### src/rtl/pkh_pkg.sv
package pkh_pkg;

    // Default geometry of the block
    localparam int SMP_W_DEF  = 18;
    localparam int CNT_W_DEF  = 24;
    localparam int WAIT_W_DEF = 12;

    // Which extreme a tracking register follows
    typedef enum logic {
        TRK_MAX = 1'b0,
        TRK_MIN = 1'b1
    } pkh_dir_e;

    // Update command shared by both tracking registers
    typedef struct packed {
        logic clr;   // timeout clear at this edge
        logic vld;   // valid sample at this edge
    } pkh_upd_t;

    // Timer state carried between the timer stages
    typedef struct packed {
        logic restart;  // wait value changed
        logic match;    // counter reached the programmed period
    } pkh_evt_t;

    function automatic pkh_upd_t pkh_make_upd(input logic clr, input logic vld);
        pkh_upd_t u;
        u.clr = clr;
        u.vld = vld;
        return u;
    endfunction

endpackage

### src/rtl/pkh_timeout.sv
module pkh_timeout
    import pkh_pkg::*;
#(
    parameter int CNT_W  = CNT_W_DEF,
    parameter int WAIT_W = WAIT_W_DEF
) (
    input  logic              clk_i,
    input  logic              rst_i,
    input  logic              tick_i,
    input  logic [WAIT_W-1:0] wait_i,
    output logic              clr_o,
    output logic              pulse_o
);

    localparam int LOW_W = CNT_W - WAIT_W;
    localparam logic [CNT_W-1:0] CNT_ONE = {{(CNT_W-1){1'b0}}, 1'b1};

    logic [WAIT_W-1:0] wait_q;
    logic [CNT_W-1:0]  cnt_q;
    logic [CNT_W-1:0]  cnt_d;
    pkh_evt_t          evt;

    // Event decode: a changed wait value wins over a match
    always_comb begin
        evt.restart = (wait_i != wait_q);
        evt.match   = !evt.restart && (wait_q != '0)
                      && (cnt_q[CNT_W-1 -: WAIT_W] == wait_q);
    end

    always_comb begin
        if (evt.restart || evt.match) begin
            cnt_d = '0;
        end else if (tick_i) begin
            cnt_d = cnt_q + CNT_ONE;
        end else begin
            cnt_d = cnt_q;
        end
    end

    always_ff @(posedge clk_i) begin
        if (rst_i) begin
            wait_q  <= '0;
            cnt_q   <= '0;
            pulse_o <= 1'b0;
        end else begin
            wait_q  <= wait_i;
            cnt_q   <= cnt_d;
            pulse_o <= evt.match;
        end
    end

    assign clr_o = evt.match;

    // a match always sends the counter back to zero
    p_match_zero_r4: assert property (@(posedge clk_i) disable iff (rst_i)
        clr_o |=> (cnt_q == '0));

    // quiet ticks advance the counter by exactly one
    p_tick_step_r4: assert property (@(posedge clk_i) disable iff (rst_i)
        (tick_i && !clr_o && (wait_i == wait_q)) |=> (cnt_q == $past(cnt_q) + CNT_ONE));

    // a changed wait value restarts the count without a clear
    p_restart_r6: assert property (@(posedge clk_i) disable iff (rst_i)
        (wait_i != wait_q) |=> ((cnt_q == '0) && !pulse_o));

    // the low counter bits are all zero when a match fires
    p_low_zero_r4: assert property (@(posedge clk_i) disable iff (rst_i)
        clr_o |-> (cnt_q[LOW_W-1:0] == '0));

endmodule

### src/rtl/pkh_extreme_reg.sv
module pkh_extreme_reg
    import pkh_pkg::*;
#(
    parameter int       SMP_W = SMP_W_DEF,
    parameter pkh_dir_e DIR   = TRK_MAX
) (
    input  logic                    clk_i,
    input  logic                    rst_i,
    input  pkh_upd_t                upd_i,
    input  logic signed [SMP_W-1:0] smp_i,
    output logic signed [SMP_W-1:0] q_o
);

    localparam logic signed [SMP_W-1:0] MOST_NEG = {1'b1, {(SMP_W-1){1'b0}}};
    localparam logic signed [SMP_W-1:0] MOST_POS = {1'b0, {(SMP_W-1){1'b1}}};
    localparam logic signed [SMP_W-1:0] IDLE_VAL = (DIR == TRK_MAX) ? MOST_NEG : MOST_POS;

    logic signed [SMP_W-1:0] base;
    logic                    wins;

    assign base = upd_i.clr ? IDLE_VAL : q_o;

    generate
        if (DIR == TRK_MAX) begin : g_max
            assign wins = (smp_i > base);
        end else begin : g_min
            assign wins = (smp_i < base);
        end
    endgenerate

    always_ff @(posedge clk_i) begin
        if (rst_i) begin
            q_o <= IDLE_VAL;
        end else if (upd_i.vld && (upd_i.clr || wins)) begin
            q_o <= smp_i;
        end else begin
            q_o <= base;
        end
    end

    // a sample coinciding with a clear seeds the register
    p_seed_r7: assert property (@(posedge clk_i) disable iff (rst_i)
        (upd_i.clr && upd_i.vld) |=> (q_o == $past(smp_i)));

    // a clear without a sample restores the idle value
    p_idle_r9: assert property (@(posedge clk_i) disable iff (rst_i)
        (upd_i.clr && !upd_i.vld) |=> (q_o == IDLE_VAL));

    // no sample and no clear leaves the register alone
    p_hold_r3: assert property (@(posedge clk_i) disable iff (rst_i)
        (!upd_i.clr && !upd_i.vld) |=> $stable(q_o));

    generate
        if (DIR == TRK_MAX) begin : g_max_chk
            // between clears the maximum never falls
            p_max_mono_r2: assert property (@(posedge clk_i) disable iff (rst_i)
                !upd_i.clr |=> (q_o >= $past(q_o)));
        end else begin : g_min_chk
            // between clears the minimum never rises
            p_min_mono_r2: assert property (@(posedge clk_i) disable iff (rst_i)
                !upd_i.clr |=> (q_o <= $past(q_o)));
        end
    endgenerate

endmodule

### src/rtl/peak_hold_timer.sv
module peak_hold_timer
    import pkh_pkg::*;
#(
    parameter int SMP_W  = SMP_W_DEF,
    parameter int CNT_W  = CNT_W_DEF,
    parameter int WAIT_W = WAIT_W_DEF
) (
    input  logic                    clk_i,
    input  logic                    rst_i,
    input  logic                    tick_i,
    input  logic                    smp_vld_i,
    input  logic signed [SMP_W-1:0] smp_i,
    input  logic [WAIT_W-1:0]       wait_i,
    output logic signed [SMP_W-1:0] max_o,
    output logic signed [SMP_W-1:0] min_o,
    output logic                    clear_o
);

    logic     clr;
    pkh_upd_t upd;

    pkh_timeout #(
        .CNT_W  (CNT_W),
        .WAIT_W (WAIT_W)
    ) u_timeout (
        .clk_i   (clk_i),
        .rst_i   (rst_i),
        .tick_i  (tick_i),
        .wait_i  (wait_i),
        .clr_o   (clr),
        .pulse_o (clear_o)
    );

    assign upd = pkh_make_upd(clr, smp_vld_i);

    pkh_extreme_reg #(
        .SMP_W (SMP_W),
        .DIR   (TRK_MAX)
    ) u_max (
        .clk_i (clk_i),
        .rst_i (rst_i),
        .upd_i (upd),
        .smp_i (smp_i),
        .q_o   (max_o)
    );

    pkh_extreme_reg #(
        .SMP_W (SMP_W),
        .DIR   (TRK_MIN)
    ) u_min (
        .clk_i (clk_i),
        .rst_i (rst_i),
        .upd_i (upd),
        .smp_i (smp_i),
        .q_o   (min_o)
    );

    // the clear pulse never lasts two cycles
    p_pulse_once_r8: assert property (@(posedge clk_i) disable iff (rst_i)
        clear_o |=> !clear_o);

    // a zero wait value never leads to a clear
    p_zero_off_r5: assert property (@(posedge clk_i) disable iff (rst_i)
        (wait_i == '0) |=> !clear_o);

    // a valid sample is bounded by both outputs afterwards
    p_bounds_r2: assert property (@(posedge clk_i) disable iff (rst_i)
        smp_vld_i |=> ((max_o >= $past(smp_i)) && (min_o <= $past(smp_i))));

endmodule

### config.mk
export PLATFORM = sky130hd
export DESIGN_NAME = peak_hold_timer
export DESIGN_NICKNAME = d
export VERILOG_FILES = /design/src/rtl/pkh_pkg.sv /design/src/rtl/pkh_timeout.sv /design/src/rtl/pkh_extreme_reg.sv /design/src/rtl/peak_hold_timer.sv
export SDC_FILE = /design/constraint.sdc
export NUM_CORES = 1
export LEC_CHECK = 0
export CAP_MARGIN = 0
export CORE_AREA = 5 5 97 108
export DETAILED_ROUTE_END_ITERATION = 10
export DIE_AREA = 0 0 102 113
export HOLD_SLACK_MARGIN = 0.1
export PLACE_DENSITY = 0.75
export SLEW_MARGIN = 20
export SYNTH_ARGS = -nofsm -noshare
export SYNTH_HDL_FRONTEND = slang
export SYNTH_HIERARCHICAL = 1
export SYNTH_SLANG_ARGS = --single-unit
### constraint.sdc
create_clock -name clk_i -period 4.69 [get_ports clk_i]
set_clock_uncertainty 0.05 [all_clocks]
set_input_delay 0.469 -clock clk_i [delete_from_list [all_inputs] [get_ports clk_i]]
set_output_delay 0.469 -clock clk_i [all_outputs]
set_load 0.005 [all_outputs]
## After elaboration in Yosys (flattened, before gate mapping)

Cells that the tools add are included.

- Bits in registers: 73
- Input port bits: 34
- Output and inout port bits: 37
- Word-level logic and storage cells: 24

- $add $sub $neg: 1
- $lt $le $gt $ge: 2
- Equal/unequal tests: 2
- Mux-type cells: 4
- Reductions and logical operators: 10

Operators with widths:

| cell | number |
|---|---|
| 18-bit 2-to-1 mux | 4 |
| 24-bit by 1-bit adder with 24-bit output, second input constant | 1 |
| 18-bit greater-than comparator | 1 |
| 18-bit < comparator | 1 |
| 12-bit == test | 1 |
| 12-bit != test | 1 |
| 12-bit nonzero test | 1 |
| 1-bit logical AND | 4 |
| 1-bit logical OR | 3 |
| 2-bit OR reduction | 1 |
| 1-bit logical NOT | 1 |

## Logic depth before layout (Yosys ltp)

- Word-level depth: 9
- Mapped depth: 15
- Gate-level depth less buffers: 12

## Modules after synthesis

The synthesis kept the hierarchy.

By module, submodules not included:

| module | times used | cells each | area an instance (um^2) | sequential area each (um^2) |
|---|---|---|---|---|
| pkh_timeout | 1 | 193 | 1795.5 | 740.7 |
| pkh_extreme_reg (u_max) | 1 | 152 | 1418.9 | 360.3 |
| pkh_extreme_reg (u_min) | 1 | 149 | 1187.4 | 360.3 |

## Worst setup path after synthesis

OpenSTA, ideal clock, no wires.

- Path type: register -> register
- Start point: reg u_timeout.cnt_q[14]
- End point: reg u_min.q_o[0]
- Arrival time: 4.294 ns
- Setup slack: 0.222 ns
- Stages on the path, launching flop included: 16
- Path buffers: 3
- Cell sequence: dfxtp_1 -> xnor2_1 -> nand4_1 -> nor4_2 -> and4_1 -> clkbuf_1 -> clkbuf_1 -> nor2_1 -> ha_1 -> nand4_1 -> or4_1 -> or4_1 -> and2_4 -> a311oi_4 -> buf_6 -> a22oi_1

- Word-level cells in the longest chain between the ends: 7

RTL lines:

| element | line | RTL |
|---|---|---|
| start, declared | pkh_timeout.sv:19 | `logic [CNT_W-1:0] cnt_q;` |
| start signal, assigned | pkh_timeout.sv:47 | `cnt_q <= cnt_d;` |
| 12-bit == test (*) | pkh_timeout.sv:27 | `&& (cnt_q[CNT_W-1 -: WAIT_W] == wait_q);` |
| 1-bit logical AND (*) | pkh_timeout.sv:27 |  |
| net clr | peak_hold_timer.sv:19 | `logic clr;` |
| 18-bit 2-to-1 mux | pkh_extreme_reg.sv:21 | `assign base = upd_i.clr ? IDLE_VAL : q_o;` |
| 18-bit < comparator | pkh_extreme_reg.sv:27 | `assign wins = (smp_i < base);` |
| 1-bit logical OR | pkh_extreme_reg.sv:34 | `end else if (upd_i.vld && (upd_i.clr \|\| wins)) begin` |
| 1-bit logical AND | pkh_extreme_reg.sv:34 |  |
| 18-bit 2-to-1 mux (*) | pkh_extreme_reg.sv:34 |  |
| end signal, assigned | pkh_extreme_reg.sv:35 | `q_o <= smp_i;` |
| end signal, assigned | pkh_extreme_reg.sv:37 | `q_o <= base;` |
| end, declared | pkh_extreme_reg.sv:11 | `output logic signed [SMP_W-1:0] q_o` |

Mark *: on every way through the listed nets, which the timed path passes. The rest lies on a longest branch.
A chain may end at the register's enable or synchronous reset.

## Worst setup path in the final report

- Start point: in wait_i[3]
- End point: reg u_min.q_o[17]

- Word-level cells in the longest chain between the ends: 9

RTL lines:

| element | line | RTL |
|---|---|---|
| start, declared | peak_hold_timer.sv:13 | `input logic [WAIT_W-1:0] wait_i,` |
| 12-bit != test (*) | pkh_timeout.sv:25 | `evt.restart = (wait_i != wait_q);` |
| 1-bit logical NOT (*) | pkh_timeout.sv:26 | `evt.match = !evt.restart && (wait_q != '0)` |
| 1-bit logical AND (*) | pkh_timeout.sv:26 |  |
| 1-bit logical AND (*) | pkh_timeout.sv:27 |  |
| net clr | peak_hold_timer.sv:19 |  |
| 18-bit 2-to-1 mux | pkh_extreme_reg.sv:21 |  |
| 18-bit < comparator | pkh_extreme_reg.sv:27 |  |
| 1-bit logical OR | pkh_extreme_reg.sv:34 |  |
| 1-bit logical AND | pkh_extreme_reg.sv:34 |  |
| 18-bit 2-to-1 mux (*) | pkh_extreme_reg.sv:34 |  |

Marked as above.

==> flow_summary.yaml <==
yosys:
  synth_top_flop_cell: "dfxtp_1"
  async_flop_share_pct: 0
  synth_area_sq_um: 4400
  yosysUniqueCellTypes: 56
  yosys.area.top_type: "dfxtp_1"
  synth_area_per_cell_sq_um: 8.91
  ys_ff_latch: 73
  netlist.area_leader.share_pct: 33.2
  ys_top_cells_by_area: "dfxtp_1 33%, ha_1 10%, nor2_1 4.9%, nand2b_1 4.8%, xnor2_1 4.0%"
  syn_inst: 494
  synth_seq_area_share_pct: 33.2
  syn_nets: 564
  ys.warnings.count: 6
  synth_edf_count: 0
timing:
  finalHoldViolCount: 0
  worstMarginPinSlew_ps: 1010
  fin_crit_sh_pct: 92.8
  report.final.slew_viol_count: 0
  setup_viol: 0
  tns_ps: 0
  finalCriticalPeriod_ps: 4350
  setup_slack_ps: 338
  rsz0062_at_grt: "false"
  clock.fmax_mhz: 230
  whs_ps: 463
  slew_headroom_pct: 32.1
clock_network:
  cts.sinks: 73
  cts_tree: "built"
  postCtsSetupBuffers: 0
  ctsRootBufferMaster: "clkbuf_8"
  clock_path_buffers: 2
  clk_pin_slew_ps: 80
  ctsHoldBuffers: 0
  cts_resized: 0
  clk_latency_ps: 340
  htreeDepth: 3
  cts_buffers: 9
setup_path:
  end_kind: "flop"
  startpoint_type: "input port"
  arrival_ps: 4590
  critPathKind: "in2reg"
  r2r_cells: 13
  critPathRequiredTime_ps: 4920
  critPathMaxFanout: 41
floorplanning:
  fp.dieArea_sq_um: 11500
  initial_core_util_pct: 47.8
  coreArea_sq_um: 9210
  die_y_um: 113
  die_w_um: 102
  io_pins: 71
  fp-row-count: 37
place:
  globalplace.congestion: 0.887
  placed_area_sq_um: 5200
  dpl_worst_slack_ps: 64.9
  dp.cells: 665
  dp_hpwl_um: 7650
  portBuffers: 70
power_and_ir_drop:
  power_leakage_nw: 2.01
  total_power_mw: 1.70
  p_per_area_nw_per_um2: 312
  peakVddDrop_mv: 0.179
cells_and_area:
  fin_util_pct: 59.1
  num_antenna_cells: 0
  final_nets: 629
  final_common_cell: "dfxtp_1"
  area.growth.synth_to_final_pct: 23.6
  design_area_sq_um: 5440
  layout-drive-gt1-share_pct: 9.22
  instances_no_fill: 681
  layout_common_cells: "73 x dfxtp_1, 69 x clkdlybuf4s50_1, 58 x nor2_1"
route:
  viasPerCell: 5.54
  drt-total-wl_um: 10500
  initialDrtViolationCount: 167
  vias: 3770
  wl_per_cell_um: 15.4
  detail-route-antenna-nets: 0
  dr.pass1.iters: 5
  route.detailed.drc: 0
global_routing:
  grt_start_max_net_pins: 86
  antenna_found_initial: 0
  grt_use_total_pct: 18.3
  grt_pass1_vias: 3638
  grt_overflow_total: 0
  grt_first_pass_wirelength_um: 17400
worst_hold_path:
  hp-class: "reg2reg"
  min_path_cells: 2
outcome:
  status: "completed"
job:
  drv_cap: 0
==> synth_stat cells (all sizes together) (2+ instances only) <==
library cell and n:
a21oi 12, clkbuf 17, a211oi 12, or3 9, inv 25, mux2i 2, nand2b 34, a311oi 3
nor2b 15, xnor2 20, buf 8, dfxtp 73, or4 5, or2 2, nor3 19, nand2 16
nor2 58, ha 36, and3 5, a22oi 18, and4 4, nand3 11, xor2 18, o21ai 16
nor4 9, o32ai 17, nand4 16, a211o 2
==> per-layer routing <==
metal / wire [um] / global-route usage, % / vias to the layer above
li1: - / - / 1913
met1: 4520 / 22.9 / 1758
met2: 5150 / 31.1 / 86
met3: 617 / 4.32 / 13
met4: 189 / 5.34 / 0
met5: 0 / 0 / -
==> power breakdown <==
group	internal, mW	switching [mW]
registers	0.660	0.0367
clock network	0.357	0.245
logic	0.205	0.195
total	1.22	0.477
==> kinds of logic (layout without fill, tap and decap cells) <==
family	Yosys count	count (layout)	share of synthesized area (%)
AO/OA/AOI/OAI	88	88	17.1
buffers and inverters	50	120	5.20
flip-flops	73	73	33.2
AND/OR/NAND/NOR	207	207	25.9
adder cells (fa/ha/maj)	36	36	10.2
multiplexers	2	2	0.739
XOR/XNOR	38	38	7.56
==> flip-flops by register name (all words and copies together) (netlist names) <==
name,count
u_timeout/cnt_q,24
u_max/q_o,18
u_min/q_o,18
u_timeout/wait_q,12
u_timeout/pulse_o,1
==> critical path, stage by stage <==
cell	delay, ps
clkdlybuf4s50_1	420
xor2_1	160
nor4_1	460
and4_1	320
buf_12	210
nor2_1	80
ha_1	310
nand4_1	170
or4_1	560
or4_1	460
and2_4	210
mux2i_4	500
a32o_1	240
==> layout make-up <==
| class | count | area, sq um |
|---|---|---|
| Timing Repair Buffer | 79 | 776 |
| Clock buffer | 10 | 128 |
| Multi-Input combinational cell | 371 | 2720 |
| Inverter | 25 | 93.8 |
| Clock inverter | 6 | 115 |
| Fill cell | 800 | 3770 |
| Tap cell | 117 | 146 |
| Sequential cell | 73 | 1460 |
==> final timing paths <==
kind	from	end	slack, ps
setup reg to reg	u_timeout/cnt_q[17]	u_min/q_o[17]	500
hold reg to reg	u_max/q_o[7]	u_max/q_o[7]	460
hold / removal	u_max/q_o[7]	u_max/q_o[7]	460
setup / recovery	wait_i[3]	u_min/q_o[17]	340
No activity file was read; power rests on OpenSTA's default activity.
